### src/rtl/apr_pkg.sv
package apr_pkg;

    typedef enum logic {
        GRP_0 = 1'b0,
        GRP_1 = 1'b1
    } grp_e;

    // Number of priority bits that select a level; the reduced mode keeps five.
    function automatic int eff_bits(input int prio_bits, input bit virt);
        return virt ? 5 : prio_bits;
    endfunction

endpackage

### src/rtl/apr_level_decode.sv
module apr_level_decode #(
    parameter int EFF_BITS  = 6,
    parameter int NUM_WORDS = 2
) (
    input  logic [7:0]                  prio,
    output logic [NUM_WORDS-1:0][31:0]  level_mask
);
    localparam int SH = 8 - EFF_BITS;

    logic [EFF_BITS-1:0] idx;
    logic [4:0]          bit_in_word;

    assign idx         = EFF_BITS'(prio >> SH);
    assign bit_in_word = idx[4:0];

    for (genvar w = 0; w < NUM_WORDS; w++) begin : g_word
        assign level_mask[w] = ((32'(idx) >> 5) == 32'(w)) ? (32'd1 << bit_in_word) : 32'd0;
    end
endmodule

### src/rtl/apr_bank_next.sv
module apr_bank_next #(
    parameter int W = 64
) (
    input  logic [W-1:0] cur,
    input  logic [W-1:0] set_mask,
    input  logic         set_en,
    input  logic         clr_en,
    output logic [W-1:0] nxt
);
    logic [W-1:0] after_set;

    always_comb begin
        after_set = cur | (set_en ? set_mask : '0);
        // x & (x-1) removes the lowest set bit; an empty bank stays empty
        nxt = clr_en ? (after_set & (after_set - W'(1))) : after_set;
    end
endmodule

### src/rtl/apr_lowbit.sv
module apr_lowbit #(
    parameter int W = 64,
    localparam int IW = $clog2(W)
) (
    input  logic [W-1:0]  vec,
    output logic          found,
    output logic [IW-1:0] idx
);
    always_comb begin
        found = 1'b0;
        idx   = '0;
        for (int i = W - 1; i >= 0; i--) begin
            if (vec[i]) begin
                found = 1'b1;
                idx   = IW'(i);
            end
        end
    end
endmodule

### src/rtl/apr_tracker.sv
module apr_tracker #(
    parameter int PRIO_BITS = 6,
    parameter bit VIRTUAL   = 1'b0
) (
    input  logic       clk,
    input  logic       rst_n,
    input  logic       act_valid,
    input  logic       act_group,
    input  logic [7:0] act_prio,
    input  logic       drop_valid,
    input  logic       drop_group,
    output logic [7:0] run_prio,
    output logic       run_group
);
    import apr_pkg::*;

    localparam int EFF_BITS  = eff_bits(PRIO_BITS, VIRTUAL);
    localparam int SH        = 8 - EFF_BITS;
    localparam int LEVELS    = 1 << EFF_BITS;
    localparam int NUM_WORDS = LEVELS / 32;
    localparam int W         = NUM_WORDS * 32;

    typedef logic [NUM_WORDS-1:0][31:0] bank_t;

    typedef struct packed {
        bank_t [1:0] grp;
    } state_t;

    state_t st_d, st_q;

    bank_t                     act_mask;
    logic  [1:0][W-1:0]        bank_nxt;
    logic  [1:0]               lo_found;
    logic  [1:0][EFF_BITS-1:0] lo_idx;

    apr_level_decode #(
        .EFF_BITS  (EFF_BITS),
        .NUM_WORDS (NUM_WORDS)
    ) u_decode (
        .prio       (act_prio),
        .level_mask (act_mask)
    );

    for (genvar g = 0; g < 2; g++) begin : g_grp
        apr_bank_next #(.W(W)) u_next (
            .cur      (st_q.grp[g]),
            .set_mask (act_mask),
            .set_en   (act_valid && (act_group == 1'(g))),
            .clr_en   (drop_valid && (drop_group == 1'(g))),
            .nxt      (bank_nxt[g])
        );

        apr_lowbit #(.W(W)) u_low (
            .vec   (st_q.grp[g]),
            .found (lo_found[g]),
            .idx   (lo_idx[g])
        );
    end

    always_comb begin
        st_d = st_q;
        for (int g = 0; g < 2; g++) begin
            st_d.grp[g] = bank_t'(bank_nxt[g]);
        end
    end

    always_ff @(posedge clk or negedge rst_n) begin
        if (!rst_n) begin
            st_q <= '0;
        end else begin
            st_q <= st_d;
        end
    end

    // Running priority: lowest level across groups, group 0 wins ties
    always_comb begin
        if (lo_found[0] && (!lo_found[1] || (lo_idx[0] <= lo_idx[1]))) begin
            run_prio  = 8'(lo_idx[0]) << SH;
            run_group = GRP_0;
        end else if (lo_found[1]) begin
            run_prio  = 8'(lo_idx[1]) << SH;
            run_group = GRP_1;
        end else begin
            run_prio  = 8'hFF;
            run_group = GRP_0;
        end
    end
endmodule

### config.mk
export PLATFORM = sky130hd
export DESIGN_NAME = apr_tracker
export DESIGN_NICKNAME = d
export VERILOG_FILES = /design/src/rtl/apr_pkg.sv /design/src/rtl/apr_level_decode.sv /design/src/rtl/apr_bank_next.sv /design/src/rtl/apr_lowbit.sv /design/src/rtl/apr_tracker.sv
export SDC_FILE = /design/constraint.sdc
export NUM_CORES = 1
export LEC_CHECK = 0
export BUFFER_PORTS_ARGS = -buffer_cell sky130_fd_sc_hd__buf_2
export CAP_MARGIN = 40
export CORE_UTILIZATION = 55
export CTS_BUF_LIST = sky130_fd_sc_hd__clkbuf_4 sky130_fd_sc_hd__clkbuf_8
export DETAILED_ROUTE_END_ITERATION = 10
export GPL_ROUTABILITY_DRIVEN = 0
export PLACE_DENSITY = 0.68
export SLEW_MARGIN = 40
export SYNTH_ARGS = -nofsm -noshare
export SYNTH_HDL_FRONTEND = slang
export SYNTH_SLANG_ARGS = --single-unit
### constraint.sdc
create_clock -name clk -period 7.2 [get_ports clk]
set_input_delay 0 -clock clk [delete_from_list [all_inputs] [get_ports clk]]
set_output_delay 0 -clock clk [all_outputs]
set_load 0.02 [all_outputs]
Yosys cells after proc, flatten, opt, wreduce, memory -nomap -nowiden --
Cells that the tools add are included.
Cells by class: add/subtract/negate cells 2, reductions and logical operators 8, equality and inequality tests 0, bitwise logic cells 6, magnitude comparators 1, mux-type cells 266, shifts and indexed selects 1, divide/modulo/power cells 0, multiply operators 0
Operators with widths (number):
- 6-bit two-way mux | 128
- 64-bit two-way mux | 4
- 1-bit two-way mux | 130
- 64-bit AND | 2
- 64-bit bitwise OR | 2
- 64-bit by 1-bit subtractor with 64-bit output (second input constant) | 2
- 32-bit two-way mux | 2
- 32-bit zero test | 1
- 1-bit by 5-bit left shift with 32-bit output (first input constant) | 1
- 8-bit two-way mux | 2
- 6-bit less-or-equal comparator | 1
- 1-bit logical AND | 5
- 1-bit inverter | 2
- 1-bit zero test | 1
- 1-bit logical OR | 1
Storage, ports and cells: memories kept 0, flip-flop bits (word level) 128, latch bits 0, bits in read-only memories 0, word-level logic and storage cells 288, RAM bits 0

Logic depth before layout (Yosys ltp) --
word-level depth 68, mapped depth 15, mapped depth without buffers 15

Hierarchy --
Synthesis repeated with hierarchy kept, for this count alone.
Unflattened totals: cell total of the unflattened synthesis 1273, area, all modules 9773.1 um2
By module, submodules not included:
- apr_bank_next | cells an instance 364, area each 2129.5 um2, times used 2
- apr_tracker | cells an instance 170, area each 3519.6 um2, times used 1
- apr_lowbit | cells an instance 140, area each 763.2 um2, times used 2
- apr_level_decode | cells an instance 95, area each 467.9 um2, times used 1

Worst setup path after synthesis --
No wires, ideal clock.
kind register to output, from reg st_q[17] in the netlist's numbering, to out run_prio[3], required time 7.200 ns, buffers on the path 0, cell stages (with the launch flop) 16, slack 4.005 ns, arrival 3.195 ns, path through dfrtp_1 nor4_1 o31a_1 o31ai_1 and4_1 a2111oi_0 o21a_1 ha_1 nor2b_1 o21a_1 o21ai_0 a21oi_1 a22o_1 nand2_1 inv_1 a2bb2oi_1
On the way: word-level cells in the longest chain between the ends 22
Ends and longest elaborated chain:
- start: declaration | line apr_tracker.sv:29 | state_t st_d, st_q;
- start signal: assignment | line apr_tracker.sv:71 | st_q <= st_d;
- 6-bit two-way mux (18 in series) | line apr_lowbit.sv:13 | if (vec[i]) begin
- 6-bit less-or-equal comparator | line apr_tracker.sv:77 | if (lo_found[0] && (!lo_found[1] || (lo_idx[0] <= lo_idx[1]))) begin
- 1-bit logical OR | line apr_tracker.sv:77
- 1-bit logical AND | line apr_tracker.sv:77
- 8-bit two-way mux * | line apr_tracker.sv:77
- end: declaration | line apr_tracker.sv:12 | output logic [7:0] run_prio,
Every way passes the cells marked *; elsewhere a longest branch is shown, timed or not.

Final worst setup path --
from reg st_q[125] in the netlist's numbering, to out run_prio[4]
On the way: word-level cells in the longest chain between the ends 66
Ends and longest elaborated chain (line):
- 6-bit two-way mux / 1-bit two-way mux (equally long branches) (62 in series) | apr_lowbit.sv:13
- 6-bit less-or-equal comparator / 1-bit zero test (equally long branches) | apr_tracker.sv:77
- 1-bit logical OR | apr_tracker.sv:77
- 1-bit logical AND | apr_tracker.sv:77
- 8-bit two-way mux * | apr_tracker.sv:77
Marked as above.

==> impl_metrics.py <==
metrics = {
    "die": {
        "number_of_top_level_design_ports": 23,
        "floorplan.rows": 44,
        "die_y_um": 124,
        "fp.dieArea_mm2": 0.0153,
        "core_area_mm2": 0.0145,
        "start_util": 0.561,
        "die_width_um": 124,
    },
    "grt": {
        "grt_pass1_wl_um": 39900,
        "grt_start_max_net_pins": 69,
        "grt_util_overall": 0.348,
        "antenna_found_initial": 0,
        "global_route.overflow_total": 0,
        "grt_pass1_vias": 7336,
    },
    "cts": {
        "clk_transition_reported_paths_ns": 0.08,
        "cts_hold_buf": 4,
        "ctsRootBufferMaster": "clkbuf_8",
        "cts.sink_count": 128,
        "clock_tree.buffer_depth": 2,
        "cts-resized-gates": 0,
        "tritoncts": "done",
        "worstSkewPairLatency_ns": 0.46,
        "post-cts-setup-buffers": 0,
        "numCtsBuffers": 17,
        "ctsHtreeMaxLevel": 4,
    },
    "sta": {
        "worst_pin_slew_ns": 0.811,
        "report.final.setup_viol": 0,
        "fin_crit_ns": 4.22,
        "fmax_mhz": 237,
        "post-route-period-util": 0.586,
        "fin_tns_setup_ns": 0,
        "final-max-slew-violation-count": 0,
        "fin_skew_ns": 0.0128,
        "hold_violations": 0,
        "grt_setup_unrepaired": "false",
        "fin_hold_ws_ns": 0.0812,
        "worst_slew_margin_rel": 0.446,
    },
    "setup_path": {
        "critical_path_arrival_ns": 4.22,
        "setup.worst_path.end_class": "output pin",
        "cp-start-kind": "flop",
        "crit_path_max_fanout": 5,
        "worst_ep_required_time_ns": 7.20,
        "critical_path.reg2reg.startpoint": "st_q[1]",
        "path_class": "flop to output pin",
        "worst_setup_path_startpoint": "st_q[125]",
    },
    "logic_synthesis": {
        "synth_flop_cell": "dfrtp_1",
        "gate_count_post_synth": 984,
        "synth.most_common_cell": "a21oi_1",
        "synth-edff-count": 0,
        "post_synth_num_cell_types": 79,
        "synth_async_sr_flop_share": 1.00,
        "synthesis.area_mm2": 0.00813,
        "netlist.area_leader.share": 0.394,
        "synth_warn": 0,
        "synthesis.area_per_instance_um2": 8.26,
        "netlist_top_cells_area": "dfrtp_1, a21oi_1, nor2_1",
        "ys_top_cells_by_count": "a21oi_1, nor2_1, dfrtp_1, nand2_1, a31oi_1",
        "yosys.area.top_type": "dfrtp_1",
        "mapped_nets": 1004,
        "seq_area_frac_synth": 0.394,
        "synth_seq_cells": 128,
    },
    "detailed_routing": {
        "wire_per_inst_um": 21.2,
        "route.antenna.remaining_nets": 0,
        "route.final.wire_length_um": 25400,
        "detail_route.drc_violations": 0,
        "drt_iter0_markers": 896,
        "vias_after_detailed_routing": 8151,
        "detail_route.vias_per_cell": 6.81,
        "drtPass1Iterations": 6,
    },
    "power_and_ir_drop": {
        "cellPowerDensity_mw_per_mm2": 329,
        "leakage_uw": 0.00396,
        "peakVddDrop_mv": 0.231,
    },
    "finish": {
        "p_r_area_growth_vs_syn_pct": 9.34,
        "finish.net_count": 1021,
        "biggestRegsByFlops": "st_q: 128 flops",
        "largest_register": "st_q",
        "post_route_cells_drive_above_1_share": 0.102,
        "flip_flop_count_of_the_largest_register_all_copies_and_words_added": 128,
        "antennaDiodeCount": 0,
    },
    "flow_run": {
        "timing.max_cap.violations": 0,
    },
    "place": {
        "port_buffer_count": 20,
        "post-dp-hpwl_um": 17900,
    },
    "run_status": {
        "run_status": "complete, no violations",
    },
    "worst_hold_path": {
        "class_of_the_most_critical_hold_timing_path": "primary input to async pin",
    },
}
## layer usage
layer,GRT usage,vias to the layer above,share of wire
met5,0,-,0
met2,0.512,404,0.44
li1,-,3776,-
met3,0.0969,53,0.091
met1,0.488,3918,0.45
met4,0.122,0,0.022
## metrics by stage
step / setup WS [ns] / utilization / instances / total power (µW) / area, µm²
after floorplan: 4.00 / - / 984 / 1830 / 8130
after detailed placement: 3.62 / 0.580 / 1162 / 2200 / 8400
final: 2.98 / 0.614 / 1197 / 2930 / 8890
after CTS: 3.13 / 0.613 / 1197 / 2900 / 8880
after global placement: 3.61 / 0.579 / 1162 / 2190 / 8390
after global routing: 2.84 / 0.614 / 1197 / 3090 / 8890
## cell type report
| class | instances | area, µm² |
|---|---|---|
| Clock inverter | 13 | 185 |
| Fill cell | 1309 | 5590 |
| Clock buffer | 18 | 248 |
| Timing Repair Buffer | 38 | 255 |
| Sequential cell | 128 | 3200 |
| Multi-Input combinational cell | 778 | 4620 |
| Inverter | 38 | 143 |
| Tap cell | 184 | 230 |
## kinds of logic after synthesis
logic type	count (synthesis)	synth area share
compound gates	390	0.299
fa+ha+maj	6	0.00924
buf+inv	78	0.0419
flops	128	0.394
simple gates	382	0.256
## path summary, 6_finish.rpt
| kind | slack [ns] | end | cells after the start |
|---|---|---|---|
| hold / removal | 0.08 | st_q[14] | 2 |
| max in group asynchronous | 6.11 | st_q[124] | 3 |
| setup / recovery | 2.98 | run_prio[4] | 14 |
| setup reg to reg | 4.07 | st_q[52] | 7 |
| hold reg to reg | 0.56 | st_q[24] | 2 |
| min in group clk | 0.13 | st_q[80] | 3 |
## worst max-delay path: stages, from the launching register on
cell and delay (ns):
dfrtp_1 0.41, o311ai_0 0.37, a31oi_1 0.16, o311a_1 0.33
o21ai_0 0.39, a22oi_1 0.21, ha_1 0.33, nor2b_1 0.13
o21a_1 0.15, o21ai_0 0.15, a21oi_1 0.15, a22oi_1 0.41
a211oi_1 0.10, a2bb2oi_1 0.26, buf_2 0.21
## power by group
part           total [µW]  switching (µW)  internal, µW
clock                 688             303           385
combinational        1370             851           523
sequential            864            82.6           781
## layout by cell type, fill, tap and decap left out, drive strengths merged, types with 21 or more instances in the layout
master and instances:
and3 21, buf 34, nor2 131, inv 40
a31oi 48, nor4 34, nand2 53, a21oi 206
o21ai 34, dfrtp 128, nor3 27
Power figures use the tool's default switching activity.
